[src/rtl/accAluPkg.sv]
package accAluPkg;
  localparam int DATA_W = 8;
  localparam int NIB_W  = DATA_W / 2;
  localparam int OPC_W  = 4;
  localparam int MSB    = DATA_W - 1;

  // flag byte bit positions
  localparam int FLG_S  = 7;
  localparam int FLG_Z  = 6;
  localparam int FLG_H  = 4;
  localparam int FLG_PV = 2;
  localparam int FLG_N  = 1;
  localparam int FLG_C  = 0;

  typedef enum logic [OPC_W-1:0] {
    OP_ADD = 4'd0,
    OP_ADC = 4'd1,
    OP_SUB = 4'd2,
    OP_SBC = 4'd3,
    OP_CMP = 4'd4,
    OP_AND = 4'd5,
    OP_OR  = 4'd6,
    OP_XOR = 4'd7,
    OP_NEG = 4'd8,
    OP_CPL = 4'd9,
    OP_SCF = 4'd10,
    OP_CCF = 4'd11
  } aluOpE;

  typedef enum logic [1:0] {LG_NONE, LG_AND, LG_OR, LG_XOR} logicSelE;

  typedef struct packed {
    logic     load;
    logic     writeAcc;
    logic     arith;
    logic     sub;
    logic     useCarry;
    logic     zeroA;
    logicSelE logicSel;
    logic     cpl;
    logic     scf;
    logic     ccf;
  } aluStbT;
endpackage

[src/rtl/aluCtrl.sv]
module aluCtrl
  import accAluPkg::*;
(
  input  logic             clk,
  input  logic             rstN,
  input  logic             opValid,
  input  logic [OPC_W-1:0] opCode,
  output aluStbT           stb
);
  always_comb begin
    stb = '0;
    if (opValid) begin
      case (opCode)
        OP_ADD: begin stb.load = 1'b1; stb.writeAcc = 1'b1; stb.arith = 1'b1; end
        OP_ADC: begin stb.load = 1'b1; stb.writeAcc = 1'b1; stb.arith = 1'b1; stb.useCarry = 1'b1; end
        OP_SUB: begin stb.load = 1'b1; stb.writeAcc = 1'b1; stb.arith = 1'b1; stb.sub = 1'b1; end
        OP_SBC: begin stb.load = 1'b1; stb.writeAcc = 1'b1; stb.arith = 1'b1; stb.sub = 1'b1; stb.useCarry = 1'b1; end
        OP_CMP: begin stb.load = 1'b1; stb.arith = 1'b1; stb.sub = 1'b1; end
        OP_AND: begin stb.load = 1'b1; stb.writeAcc = 1'b1; stb.logicSel = LG_AND; end
        OP_OR:  begin stb.load = 1'b1; stb.writeAcc = 1'b1; stb.logicSel = LG_OR; end
        OP_XOR: begin stb.load = 1'b1; stb.writeAcc = 1'b1; stb.logicSel = LG_XOR; end
        OP_NEG: begin stb.load = 1'b1; stb.writeAcc = 1'b1; stb.arith = 1'b1; stb.sub = 1'b1; stb.zeroA = 1'b1; end
        OP_CPL: begin stb.load = 1'b1; stb.writeAcc = 1'b1; stb.cpl = 1'b1; end
        OP_SCF: begin stb.load = 1'b1; stb.scf = 1'b1; end
        OP_CCF: begin stb.load = 1'b1; stb.ccf = 1'b1; end
        default: stb = '0;
      endcase
    end
  end

  // compare must never update the accumulator
  assert_cmp_keeps_acc_R4: assert property (@(posedge clk) disable iff (!rstN)
    (opValid && opCode == OP_CMP) |-> !stb.writeAcc);

  // nothing happens without a valid operation
  assert_idle_no_strobe_R2: assert property (@(posedge clk) disable iff (!rstN)
    !opValid |-> (!stb.writeAcc && !stb.load));
endmodule

[src/rtl/aluDatapath.sv]
module aluDatapath
  import accAluPkg::*;
(
  input  logic              clk,
  input  logic              rstN,
  input  aluStbT            stb,
  input  logic [DATA_W-1:0] accIn,
  input  logic [DATA_W-1:0] operand,
  input  logic              carryIn,
  output logic [DATA_W-1:0] result,
  output logic [DATA_W-1:0] flagQ
);
  logic [DATA_W-1:0] opA, opB, opBx, arithRes, logicRes;
  logic [DATA_W:0]   fullSum;
  logic [NIB_W:0]    lowSum;
  logic              cinRaw, cinX, carryOut, halfOut, ovf;
  logic [DATA_W-1:0] flagNext;

  // subtraction is done as a + ~b + ~borrow; carries are inverted back to borrows
  always_comb begin
    opA      = stb.zeroA ? '0 : accIn;
    opB      = stb.zeroA ? accIn : operand;
    cinRaw   = stb.useCarry & carryIn;
    opBx     = stb.sub ? ~opB : opB;
    cinX     = stb.sub ? ~cinRaw : cinRaw;
    fullSum  = {1'b0, opA} + {1'b0, opBx} + {{DATA_W{1'b0}}, cinX};
    lowSum   = {1'b0, opA[NIB_W-1:0]} + {1'b0, opBx[NIB_W-1:0]} + {{NIB_W{1'b0}}, cinX};
    arithRes = fullSum[DATA_W-1:0];
    carryOut = fullSum[DATA_W] ^ stb.sub;
    halfOut  = lowSum[NIB_W] ^ stb.sub;
    ovf      = (opA[MSB] == opBx[MSB]) && (arithRes[MSB] != opA[MSB]);
  end

  always_comb begin
    case (stb.logicSel)
      LG_AND:  logicRes = accIn & operand;
      LG_OR:   logicRes = accIn | operand;
      LG_XOR:  logicRes = accIn ^ operand;
      default: logicRes = accIn;
    endcase
    if (stb.arith)                    result = arithRes;
    else if (stb.logicSel != LG_NONE) result = logicRes;
    else if (stb.cpl)                 result = ~accIn;
    else                              result = accIn;
  end

  always_comb begin
    flagNext = flagQ;
    if (stb.arith) begin
      flagNext[FLG_S]  = result[MSB];
      flagNext[FLG_Z]  = (result == '0);
      flagNext[FLG_H]  = halfOut;
      flagNext[FLG_PV] = ovf;
      flagNext[FLG_N]  = stb.sub;
      flagNext[FLG_C]  = carryOut;
    end else if (stb.logicSel != LG_NONE) begin
      flagNext[FLG_S]  = result[MSB];
      flagNext[FLG_Z]  = (result == '0);
      flagNext[FLG_H]  = (stb.logicSel == LG_AND);
      flagNext[FLG_PV] = ~^result;
      flagNext[FLG_N]  = 1'b0;
      flagNext[FLG_C]  = 1'b0;
    end else if (stb.cpl) begin
      flagNext[FLG_H]  = 1'b1;
      flagNext[FLG_N]  = 1'b1;
    end else if (stb.scf) begin
      flagNext[FLG_C]  = 1'b1;
      flagNext[FLG_H]  = 1'b0;
      flagNext[FLG_N]  = 1'b0;
    end else if (stb.ccf) begin
      flagNext[FLG_C]  = ~flagQ[FLG_C];
      flagNext[FLG_N]  = 1'b0;
    end
  end

  always_ff @(posedge clk or negedge rstN) begin
    if (!rstN)         flagQ <= '0;
    else if (stb.load) flagQ <= flagNext;
  end

  assert_flags_hold_R1: assert property (@(posedge clk) disable iff (!rstN)
    !stb.load |=> $stable(flagQ));

  assert_spare_bits_R9: assert property (@(posedge clk) disable iff (!rstN)
    1'b1 |=> $stable({flagQ[5], flagQ[3]}));

  assert_add_clears_n_R3: assert property (@(posedge clk) disable iff (!rstN)
    (stb.load && stb.arith && !stb.sub) |=> !flagQ[FLG_N]);

  assert_sub_sets_n_R4: assert property (@(posedge clk) disable iff (!rstN)
    (stb.load && stb.arith && stb.sub) |=> flagQ[FLG_N]);

  assert_logic_flags_R5: assert property (@(posedge clk) disable iff (!rstN)
    (stb.load && stb.logicSel != LG_NONE) |=>
      (!flagQ[FLG_C] && !flagQ[FLG_N] && flagQ[FLG_PV] == $past(~^result)));

  assert_cpl_keeps_R7: assert property (@(posedge clk) disable iff (!rstN)
    (stb.load && stb.cpl) |=>
      (flagQ[FLG_H] && flagQ[FLG_N] &&
       {flagQ[FLG_S], flagQ[FLG_Z], flagQ[FLG_PV], flagQ[FLG_C]} ==
       $past({flagQ[FLG_S], flagQ[FLG_Z], flagQ[FLG_PV], flagQ[FLG_C]})));

  assert_scf_R8: assert property (@(posedge clk) disable iff (!rstN)
    (stb.load && stb.scf) |=>
      (flagQ[FLG_C] && !flagQ[FLG_H] && !flagQ[FLG_N] &&
       {flagQ[FLG_S], flagQ[FLG_Z], flagQ[FLG_PV]} ==
       $past({flagQ[FLG_S], flagQ[FLG_Z], flagQ[FLG_PV]})));
endmodule

[src/rtl/accAlu.sv]
module accAlu
  import accAluPkg::*;
(
  input  logic              clk,
  input  logic              rstN,
  input  logic              opValid,
  input  logic [OPC_W-1:0]  opCode,
  input  logic [DATA_W-1:0] accIn,
  input  logic [DATA_W-1:0] operand,
  input  logic              carryIn,
  output logic [DATA_W-1:0] result,
  output logic              accWrite,
  output logic [DATA_W-1:0] flags
);
  aluStbT stb;

  aluCtrl ctrl_i (
    .clk(clk), .rstN(rstN), .opValid(opValid), .opCode(opCode), .stb(stb)
  );

  aluDatapath dp_i (
    .clk(clk), .rstN(rstN), .stb(stb), .accIn(accIn), .operand(operand),
    .carryIn(carryIn), .result(result), .flagQ(flags)
  );

  assign accWrite = stb.writeAcc;
endmodule

[config.mk]
export PLATFORM = sky130hd
export DESIGN_NAME = accAlu
export DESIGN_NICKNAME = d
export VERILOG_FILES = /design/src/rtl/accAluPkg.sv /design/src/rtl/aluCtrl.sv /design/src/rtl/aluDatapath.sv /design/src/rtl/accAlu.sv
export SDC_FILE = /design/constraint.sdc
export NUM_CORES = 1
export LEC_CHECK = 0
export BUFFER_PORTS_ARGS = -buffer_cell sky130_fd_sc_hd__buf_2
export CAP_MARGIN = 20
export CORE_MARGIN = 2
export CORE_UTILIZATION = 51
export CTS_BUF_LIST = sky130_fd_sc_hd__clkbuf_16
export DETAILED_ROUTE_END_ITERATION = 8
export GPL_TIMING_DRIVEN = 1
export PLACE_DENSITY = 0.79
export REMOVE_ABC_BUFFERS = 1
export SKIP_CTS_REPAIR_TIMING = 1
export SYNTH_ARGS = -nofsm -noshare
export SYNTH_HDL_FRONTEND = slang
export SYNTH_SLANG_ARGS = --single-unit
[constraint.sdc]
create_clock -name clk -period 4.4 [get_ports clk]
set_clock_uncertainty 0.15 [all_clocks]
set_input_delay 0.88 -clock clk [delete_from_list [all_inputs] [get_ports clk]]
set_output_delay 0.88 -clock clk [all_outputs]
set_load 0.03 [all_outputs]
==> impl_metrics.py, run 1 <==
metrics = {
    "synthesis": {
        "synth.ff_latch_count": 6,
        "yosysSeqAreaShare_pct": 7.40,
        "synth-async-reset-ratio_pct": 100,
        "synth_cells": 281,
        "ys_warn_count": 0,
        "syn_area_um2": 2030,
        "yosys-top-cells-area": "ha_1 (17%), xnor2_1 (8.6%), dfrtp_1 (7.4%)",
        "synth-edff-count": 0,
        "netlist_top_cells_count": "nor2_1 (28), ha_1 (27), a21oi_1 (26), inv_1 (22)",
        "ys_types": 55,
        "synth_top_area_share_pct": 16.6,
        "synth_ff_type": "dfrtp_1",
        "syn_area_per_cell_um2": 7.22,
        "synth.most_common_cell": "nor2_1",
        "synth_area_leader_cell": "ha_1",
    },
    "clock_network": {
        "cts.sinks": 6,
        "cts-root-buf": "clkbuf_16",
        "h-tree-depth": 1,
        "clk_latency_ps": 230,
        "cts_buffers": 3,
        "cts_tree": "yes",
        "clkSlewWorstSetupHoldPaths_ps": 30,
        "cts.path.max_buffers": 2,
    },
    "worst_setup_path": {
        "crit_path_cell_trace": "buf_8, buf_6, nor2_4, nand3_4, nor2_4, a21oi_4, xnor2_2, fa_2, fa_2, nand2b_4, a21oi_4, a31oi_2, xnor2_1, mux2_2, buf_4",
        "r2r_cells": 4,
        "max_stage_delay_ps": 410,
        "cp_max_fo": 4,
        "critPathLaunch": "opCode[0]",
        "crit_arrival_ps": 3570,
        "reg2reg_slack_ps": 3100,
        "r2r-end": "dp_i.flagQ[0]",
        "cp.required_ps": 3370,
        "cp-start-kind": "input pin",
        "critPathKind": "in2out",
        "worstSetupEndpoint": "result[6]",
        "crit_slowest_cell": "fa_2",
        "endpoint_kind": "output port",
        "r2r_start": "dp_i.flagQ[0]",
    },
    "finish": {
        "multi_input_area_um2": 1850,
        "nets": 402,
        "seqCellArea_um2": 150,
        "largest_register_ffs": 6,
        "final_util_pct": 74.7,
        "regMostFlops": "dp_i.flagQ",
        "finalNonFillerCells": 395,
        "reg_top3": "dp_i.flagQ x6",
        "diodes": 0,
        "area_growth_pct": 37.7,
        "n_fill_cell": 302,
        "drive_above_1_share_pct": 35.2,
        "finalInstanceArea_um2": 2800,
    },
    "global_route": {
        "grt_max_degree": 19,
        "grt_pass1_wl_mm": 9.19,
        "gr-total-overflow": 0,
        "grt_pass1_vias": 2012,
        "gr-usage-all-layers_pct": 26.7,
        "grt_antenna_before_repair": 0,
    },
    "die": {
        "die_area_um2": 4500,
        "fp.dieW_um": 67.1,
        "pin_count": 41,
        "die_h_um": 67.1,
        "start_util_pct": 54.2,
        "core_area_um2": 3740,
        "rows": 22,
    },
    "route": {
        "dr.pass1.iters": 4,
        "drtIter0Drc": 150,
        "vias": 2236,
        "via_per_inst": 5.66,
        "drt-total-wl_mm": 6.28,
        "drc": 0,
        "routedWlPerCell_um": 15.9,
        "ant_nets": 0,
    },
    "run_status": {
        "violations": "setup timing",
        "status": "finished with violations",
    },
    "sta": {
        "setup_tns_ps": -522,
        "period_needed_ps": 4600,
        "relSlewSlack_pct": 60.3,
        "drv_slew": 0,
        "hold_violations": 0,
        "max_freq_ghz": 0.218,
        "period_share_pct": 104,
        "finalSetupViolations": 5,
        "rsz0062_at_grt": "yes",
        "setup_ws_ps": -196,
        "tightest_slew_ps": 596,
    },
    "place": {
        "pre_cts_ws_ps": -329,
        "port_buffers": 38,
        "place_inst": 387,
        "dp_hpwl_mm": 4.62,
        "place_congestion": 0.965,
        "postPlaceCellArea_um2": 2440,
    },
    "worst_hold_path": {
        "hold_class": "in2async",
    },
    "pwr": {
        "pwr-share-comb_pct": 68.1,
        "power.density_nw_per_um2": 248,
        "ir_drop_v": 0.000114,
        "pwr-share-clk_pct": 21.1,
        "power_switching_uw": 295,
        "p_leak_uw": 0.00134,
        "p_int_uw": 397,
        "switching_share_pct": 42.6,
        "p_seq_share_pct": 10.8,
    },
    "run": {
        "cap_violations": 0,
    },
}
[layout by cell type, fill, tap and decap left out, types with 6 or more instances in the layout]
cell type,n
buf_4,42
buf_2,30
ha_1,25
nor2_1,23
inv_1,22
a21oi_1,19
xnor2_1,17
nand2_1,17
o21ai_0,16
xor2_1,9
a31oi_1,9
nor2b_1,7
o21ai_1,6
a21o_1,6
nand2b_1,6
dfrtp_1,6
buf_6,6
[worst max-delay path: cells and delay by family]
family	cells	cell delay (ps)
adders and majority gates	2	780
and+or+nand+nor	4	590
buffers and inverters	3	380
AOI/OAI and AO/OA	3	340
xor gates and xnor gates	2	310
muxes	1	290
[per-stage QoR]
| stage | power (uW) | hold slack, ps |
|---|---|---|
| 2_1_floorplan | 333 | 434 |
| 3_3_place_gp | 464 | 312 |
| 3_5_place_dp | 470 | 346 |
| 4_1_cts | 619 | 321 |
| 5_1_grt | 736 | 324 |
| 6_report | 692 | 317 |
[routing by layer]
layer	global-route usage, %	share of wire [%]	up-vias	wire (um)
met5	0	0	-	0
met1	34.6	42	1034	2650
met3	2.03	5.0	20	312
li1	-	-	1100	-
met2	48.0	50	82	3120
met4	5.10	3.1	0	194
[cell families after synthesis]
group           Yosys count  synth area share (%)
other cells               1                 0.185
buf+inv                  41                  10.2
fa+ha+maj                29                  18.6
flops                     6                  7.40
simple gates             80                  20.3
mux                       7                  3.58
xor+xnor                 29                  12.5
compound gates           88                  27.3
[final cells by class]
| cell class | instances | share of cell area, % |
|---|---|---|
| Inverter | 22 | 2.95 |
| Sequential cell | 6 | 5.37 |
| Tap cell | 48 | 2.15 |
| Multi-Input combinational cell | 235 | 66.2 |
| Timing Repair Buffer | 81 | 20.6 |
| Clock buffer | 3 | 2.69 |
[worst min path at each step]
stage	startpoint	to	slack, ps	cells past startpoint
floorplan	rstN	dp_i.flagQ[0]	430	0
global placement	dp_i.flagQ[6]	dp_i.flagQ[6]	310	2
detailed placement	dp_i.flagQ[6]	dp_i.flagQ[6]	350	2
CTS	rstN	dp_i.flagQ[2]	320	1
global route	rstN	dp_i.flagQ[6]	320	1
finish	rstN	dp_i.flagQ[6]	320	1
[power groups by stage]
stage	Combinational [uW]	Clock, uW	Sequential (uW)
floorplan	235	0	97.5
global placement	389	0	75.1
detailed placement	395	0	75.0
CTS	398	147	74.4
global route	508	152	75.9
finish	471	146	74.6
(Power assumes the default switching activity.)
==> run 2, diff against run 1 <==
--- a/config.mk
+++ b/config.mk
@@ -15,6 +15,7 @@
 export PLACE_DENSITY = 0.79
 export REMOVE_ABC_BUFFERS = 1
 export SKIP_CTS_REPAIR_TIMING = 1
+export SLEW_MARGIN = 10
 export SYNTH_ARGS = -nofsm -noshare
 export SYNTH_HDL_FRONTEND = slang
 export SYNTH_SLANG_ARGS = --single-unit
==> constraint.sdc (replaced) <==
create_clock -name clk -period 4 [get_ports clk]
set_clock_uncertainty 0.15 [all_clocks]
set_input_delay 0.8 -clock clk [delete_from_list [all_inputs] [get_ports clk]]
set_output_delay 0.8 -clock clk [all_outputs]
set_load 0.03 [all_outputs]
==> run 2 against run 1 <==
Compared with the run above: the flow still finishes with violations (setup timing); sequential power up 12%; global-route usage up 0.38 points; via count rose by 3.1%; total power increased by 12%; die area unchanged; final cell count increased by 0.76%; routed wire length is 0.53% higher; sequential cell count is the same; largest power group unchanged; design area barely moved; non-clock buffer count rose by 3.
==> impl_metrics.py, run 2 (synthesis gave the netlist of run 1 again) <==
metrics = {
    "finish": {
        "drive_above_1_share_pct": 35.4,
        "diodes": 0,
        "nets": 405,
        "final_common_cell": "buf_4",
        "largest_register_ffs": 6,
        "reg_top3": "dp_i.flagQ x6",
        "final_util_pct": 74.7,
        "area_growth_pct": 37.9,
        "final_cell_mix": "buf_4 (44), buf_2 (28), ha_1 (26)",
        "finalNonFillerCells": 398,
        "regMostFlops": "dp_i.flagQ",
        "n_fill_cell": 290,
    },
    "route": {
        "drc": 0,
        "dr.pass1.iters": 4,
        "via_per_inst": 5.79,
        "ant_nets": 0,
        "routedWlPerCell_um": 15.9,
        "drt-total-wl_mm": 6.31,
        "drtIter0Drc": 226,
        "vias": 2306,
    },
    "pwr": {
        "ir_drop_v": 0.000152,
        "p_leak_uw": 0.00136,
        "power.density_nw_per_um2": 276,
    },
    "global_route": {
        "grt_pass1_vias": 2036,
        "gr-usage-all-layers_pct": 27.1,
        "grt_pass1_wl_mm": 9.38,
        "grt_antenna_before_repair": 0,
        "gr-total-overflow": 0,
        "grt_max_degree": 18,
    },
    "die": {
        "start_util_pct": 54.2,
        "rows": 22,
        "pin_count": 41,
        "die_area_um2": 4500,
        "fp.dieW_um": 67.1,
        "core_area_um2": 3740,
        "die_h_um": 67.1,
    },
    "worst_setup_path": {
        "max_stage_delay_ps": 390,
        "cp_max_fo": 14,
        "crit_slowest_cell": "fa_2",
        "r2r_start": "dp_i.flagQ[0]",
        "r2r_cells": 4,
        "critical_path.top_delay_family": "adder cells",
        "critPathKind": "in2reg",
        "endpoint_kind": "flip-flop",
        "crit_path_cell_trace": "buf_6, buf_6, nand2_1, xnor2_1, o21ai_1, o21ai_1, nand2_1, fa_2, fa_2, nand2b_4, a21oi_4, a31oi_2, xnor2_1, buf_4, mux2i_1, ha_1, xnor2_2, xnor2_1, nand2_1, a21oi_1, o22a_1",
        "cp.required_ps": 4010,
        "crit_arrival_ps": 4410,
        "r2r-end": "dp_i.flagQ[0]",
        "path_buf_inv": 3,
        "reg2reg_slack_ps": 2620,
        "cp-start-kind": "input pin",
    },
    "clock_network": {
        "cts.path.max_buffers": 2,
        "cts_tree": "yes",
        "cts_buffers": 3,
        "h-tree-depth": 1,
        "cts-root-buf": "clkbuf_16",
        "clk_latency_ps": 230,
        "clkSlewWorstSetupHoldPaths_ps": 30,
        "cts.sinks": 6,
    },
    "sta": {
        "rsz0062_at_grt": "yes",
        "setup_ws_ps": -400,
        "period_share_pct": 110,
        "finalSetupViolations": 7,
        "drv_slew": 0,
        "period_needed_ps": 4400,
        "setup_tns_ps": -1570,
        "max_freq_ghz": 0.227,
        "hold_violations": 0,
    },
    "place": {
        "place_inst": 392,
        "dp_hpwl_mm": 4.54,
        "place_congestion": 0.928,
        "port_buffers": 38,
    },
    "run": {
        "cap_violations": 0,
    },
    "run_status": {
        "violations": "setup timing",
        "status": "finished with violations",
    },
    "worst_hold_path": {
        "hold_class": "in2async",
    },
}
## run 2: changes by cell type in the layout (fill, tap and decap cells not counted), sizes merged
cell,change
clkbuf,+1
buf,+2
## run 2: area by class of cell
cell class | count | area [um^2] | share of cell area (%)
clock buffers | 3 | 75.1 | 2.68
well taps | 48 | 60.1 | 2.15
repair buffers | 84 | 602 | 21.5
inverters | 22 | 82.6 | 2.95
multi-input cells | 235 | 1830 | 65.3
flip-flops and latches | 6 | 150 | 5.37
## run 2: per-stage QoR
| stage | power [uW] | cell area, um^2 | setup WS (ps) | hold WS, ps |
|---|---|---|---|---|
| 2_1_floorplan | 366 | 1910 | -770 | 354 |
| 3_3_place_gp | 513 | 2480 | -618 | 307 |
| 3_5_place_dp | 522 | 2480 | -684 | 337 |
| 4_1_cts | 690 | 2560 | -664 | 235 |
| 5_1_grt | 826 | 2800 | -546 | 244 |
| 6_report | 773 | 2800 | -400 | 236 |
## run 2: worst reg2reg max path, stage by stage, from the launching register on
cell      delay [ps]
dfrtp_1          410
nand3_1           90
o21ai_0           80
a32o_1           210
a221oi_1         310
## run 2: worst max path at each step
stage / end / startpoint / cells after the start / slack, ps
5_1_grt: dp_i.flagQ[2] / opCode[2] / 21 / -550
3_3_place_gp: dp_i.flagQ[2] / opCode[1] / 18 / -620
3_5_place_dp: dp_i.flagQ[2] / opCode[1] / 18 / -680
2_1_floorplan: result[4] / opCode[3] / 12 / -770
4_1_cts: result[6] / opCode[1] / 13 / -660
6_report: dp_i.flagQ[2] / opCode[0] / 21 / -400
## run 2: report_power, final
part | switching, uW | total, uW | internal, uW
Clock | 33.1 | 161 | 128
Combinational | 286 | 527 | 242
Sequential | 9.92 | 83.8 | 73.9
## run 2: per-layer routing
metal	vias to the layer above	wire, um	share of wire (%)	global-route usage (%)
met5	-	0	0	0
met4	0	127	2.0	11.2
met3	12	317	5.0	0.507
met2	81	3250	52	48.4
met1	1105	2610	41	33.9
li1	1108	-	-	-
==> run 3, diff against run 2 <==
--- a/config.mk
+++ b/config.mk
@@ -8,11 +8,11 @@
 export BUFFER_PORTS_ARGS = -buffer_cell sky130_fd_sc_hd__buf_2
 export CAP_MARGIN = 20
 export CORE_MARGIN = 2
-export CORE_UTILIZATION = 51
+export CORE_UTILIZATION = 57
 export CTS_BUF_LIST = sky130_fd_sc_hd__clkbuf_16
 export DETAILED_ROUTE_END_ITERATION = 8
 export GPL_TIMING_DRIVEN = 1
-export PLACE_DENSITY = 0.79
+export PLACE_DENSITY = 0.83
 export REMOVE_ABC_BUFFERS = 1
 export SKIP_CTS_REPAIR_TIMING = 1
 export SLEW_MARGIN = 10
==> constraint.sdc (replaced) <==
create_clock -name clk -period 4.3 [get_ports clk]
set_clock_uncertainty 0.15 [all_clocks]
set_input_delay 0.86 -clock clk [delete_from_list [all_inputs] [get_ports clk]]
set_output_delay 0.86 -clock clk [all_outputs]
set_load 0.03 [all_outputs]
==> run 3 against run 2 <==
Compared with the run above: the flow still finishes with violations (setup timing); setup slack improved by 120 ps; largest power group unchanged; via count increased by 2.5%; sequential share of layout area increased by 0.053 points; clock power decreased by 7%; first-iteration DRC count increased by 19%.
==> impl_metrics.py, run 3 (synthesis gave the netlist of run 1 again) <==
metrics = {
    "global_route": {
        "grt_antenna_before_repair": 0,
        "grt_pass1_vias": 2140,
        "gr-total-overflow": 0,
        "grt_pass1_wl_mm": 9.40,
        "grt_max_degree": 20,
        "gr-usage-all-layers_pct": 29.4,
    },
    "worst_setup_path": {
        "endpoint_kind": "output port",
        "critPathLaunch": "opCode[0]",
        "crit_arrival_ps": 3570,
        "cp.required_ps": 3290,
        "cp-start-kind": "input pin",
        "cp_max_fo": 4,
        "critPathKind": "in2out",
        "r2r_start": "dp_i.flagQ[0]",
    },
    "finish": {
        "final_cell_mix": "buf_4 (47), buf_2 (33), nor2_1 (27)",
        "nets": 407,
        "regMostFlops": "dp_i.flagQ",
        "diodes": 0,
        "largest_register_ffs": 6,
        "final_common_cell": "buf_4",
        "finalInstanceArea_um2": 2770,
        "drive_above_1_share_pct": 34.1,
        "reg_top3": "dp_i.flagQ x6",
        "area_growth_pct": 36.5,
    },
    "sta": {
        "drv_slew": 0,
        "rsz0062_at_grt": "yes",
        "tightest_slew_ps": 543,
        "holdWs_ps": 303,
        "period_needed_ps": 4580,
        "setup_tns_ps": -526,
        "period_share_pct": 106,
        "hold_violations": 0,
        "finalSetupViolations": 3,
        "setup_ws_ps": -278,
        "relSlewSlack_pct": 63.8,
        "max_freq_ghz": 0.218,
    },
    "die": {
        "die_h_um": 63.7,
        "rows": 21,
        "start_util_pct": 59.9,
        "fp.dieW_um": 63.7,
        "core_area_um2": 3390,
        "pin_count": 41,
        "die_area_um2": 4050,
    },
    "clock_network": {
        "clkSlewWorstSetupHoldPaths_ps": 30,
        "cts.sinks": 6,
        "cts-root-buf": "clkbuf_16",
        "cts.path.max_buffers": 2,
        "clk_latency_ps": 220,
        "h-tree-depth": 1,
        "cts_buffers": 3,
        "cts_tree": "yes",
    },
    "run_status": {
        "violations": "setup timing",
        "status": "finished with violations",
    },
    "route": {
        "drtIter0Drc": 268,
        "vias": 2363,
        "drt-total-wl_mm": 6.41,
        "ant_nets": 0,
        "drc": 0,
        "via_per_inst": 5.94,
        "dr.pass1.iters": 5,
        "routedWlPerCell_um": 16.1,
    },
    "pwr": {
        "ir_drop_v": 0.000131,
        "power.density_nw_per_um2": 251,
        "p_leak_uw": 0.00136,
    },
    "run": {
        "cap_violations": 0,
    },
    "place": {
        "place_congestion": 0.973,
        "postPlaceCellArea_um2": 2450,
        "dp_hpwl_mm": 4.63,
        "port_buffers": 38,
    },
    "worst_hold_path": {
        "hold_class": "in2async",
    },
}
## run 3: report_power, final
group / internal, uW / leakage, uW / total (uW) / switching (uW)
clock: 119 / 0.0000370 / 149 / 29.4
sequential: 68.6 / 0.0000740 / 76.9 / 8.27
combinational: 214 / 0.00125 / 469 / 255
total: 402 / 0.00136 / 694 / 293
## run 3: layer usage
layer,global-route usage (%),up-vias,share of wire (%),routed length [um]
met3,2.32,31,8.3,530
met5,0,-,0,0
met2,51.1,148,49,3120
li1,-,1112,-,-
met1,36.3,1072,39,2500
met4,14.7,0,3.9,251
## run 3: cell type report
| cell class | count | area, um^2 |
|---|---|---|
| Inverter | 22 | 82.6 |
| Multi-Input combinational cell | 235 | 1790 |
| Timing Repair Buffer | 86 | 611 |
| Sequential cell | 6 | 150 |
| Clock buffer | 3 | 75.1 |
| Fill cell | 221 | 619 |
| Tap cell | 46 | 57.6 |
## run 3: through the flow
stage | total power (uW) | utilization [%] | setup slack, ps | std cells
6_report | 694 | 81.7 | -278 | 398
3_5_place_dp | 485 | 72.3 | -388 | 386
4_1_cts | 637 | 74.5 | -417 | 389
3_3_place_gp | 476 | 72.3 | -330 | 386
5_1_grt | 734 | 81.7 | -351 | 398
2_1_floorplan | 340 | - | -590 | 263
## run 3: critical path: stages
cell and delay [ps]:
buf_8 110, or2_4 270, nand2_2 60, o21ai_1 70, o21ai_1 190, nand2_1 110, fa_2 420, fa_2 380
nand2b_4 150, a21oi_2 160, a31oi_1 150, xnor2_1 180, mux2_2 280, buf_2 180
## run 3: final timing paths
| path | end | slack [ps] | cells past startpoint |
|---|---|---|---|
| max in group asynchronous | dp_i.flagQ[4] | 3560 | 1 |
| worst min register to register | dp_i.flagQ[6] | 350 | 2 |
| min in group clk | dp_i.flagQ[6] | 350 | 2 |
| worst max register to register | dp_i.flagQ[0] | 2970 | 4 |
| worst max-delay path | result[6] | -280 | 14 |
| worst min-delay path | dp_i.flagQ[2] | 300 | 1 |
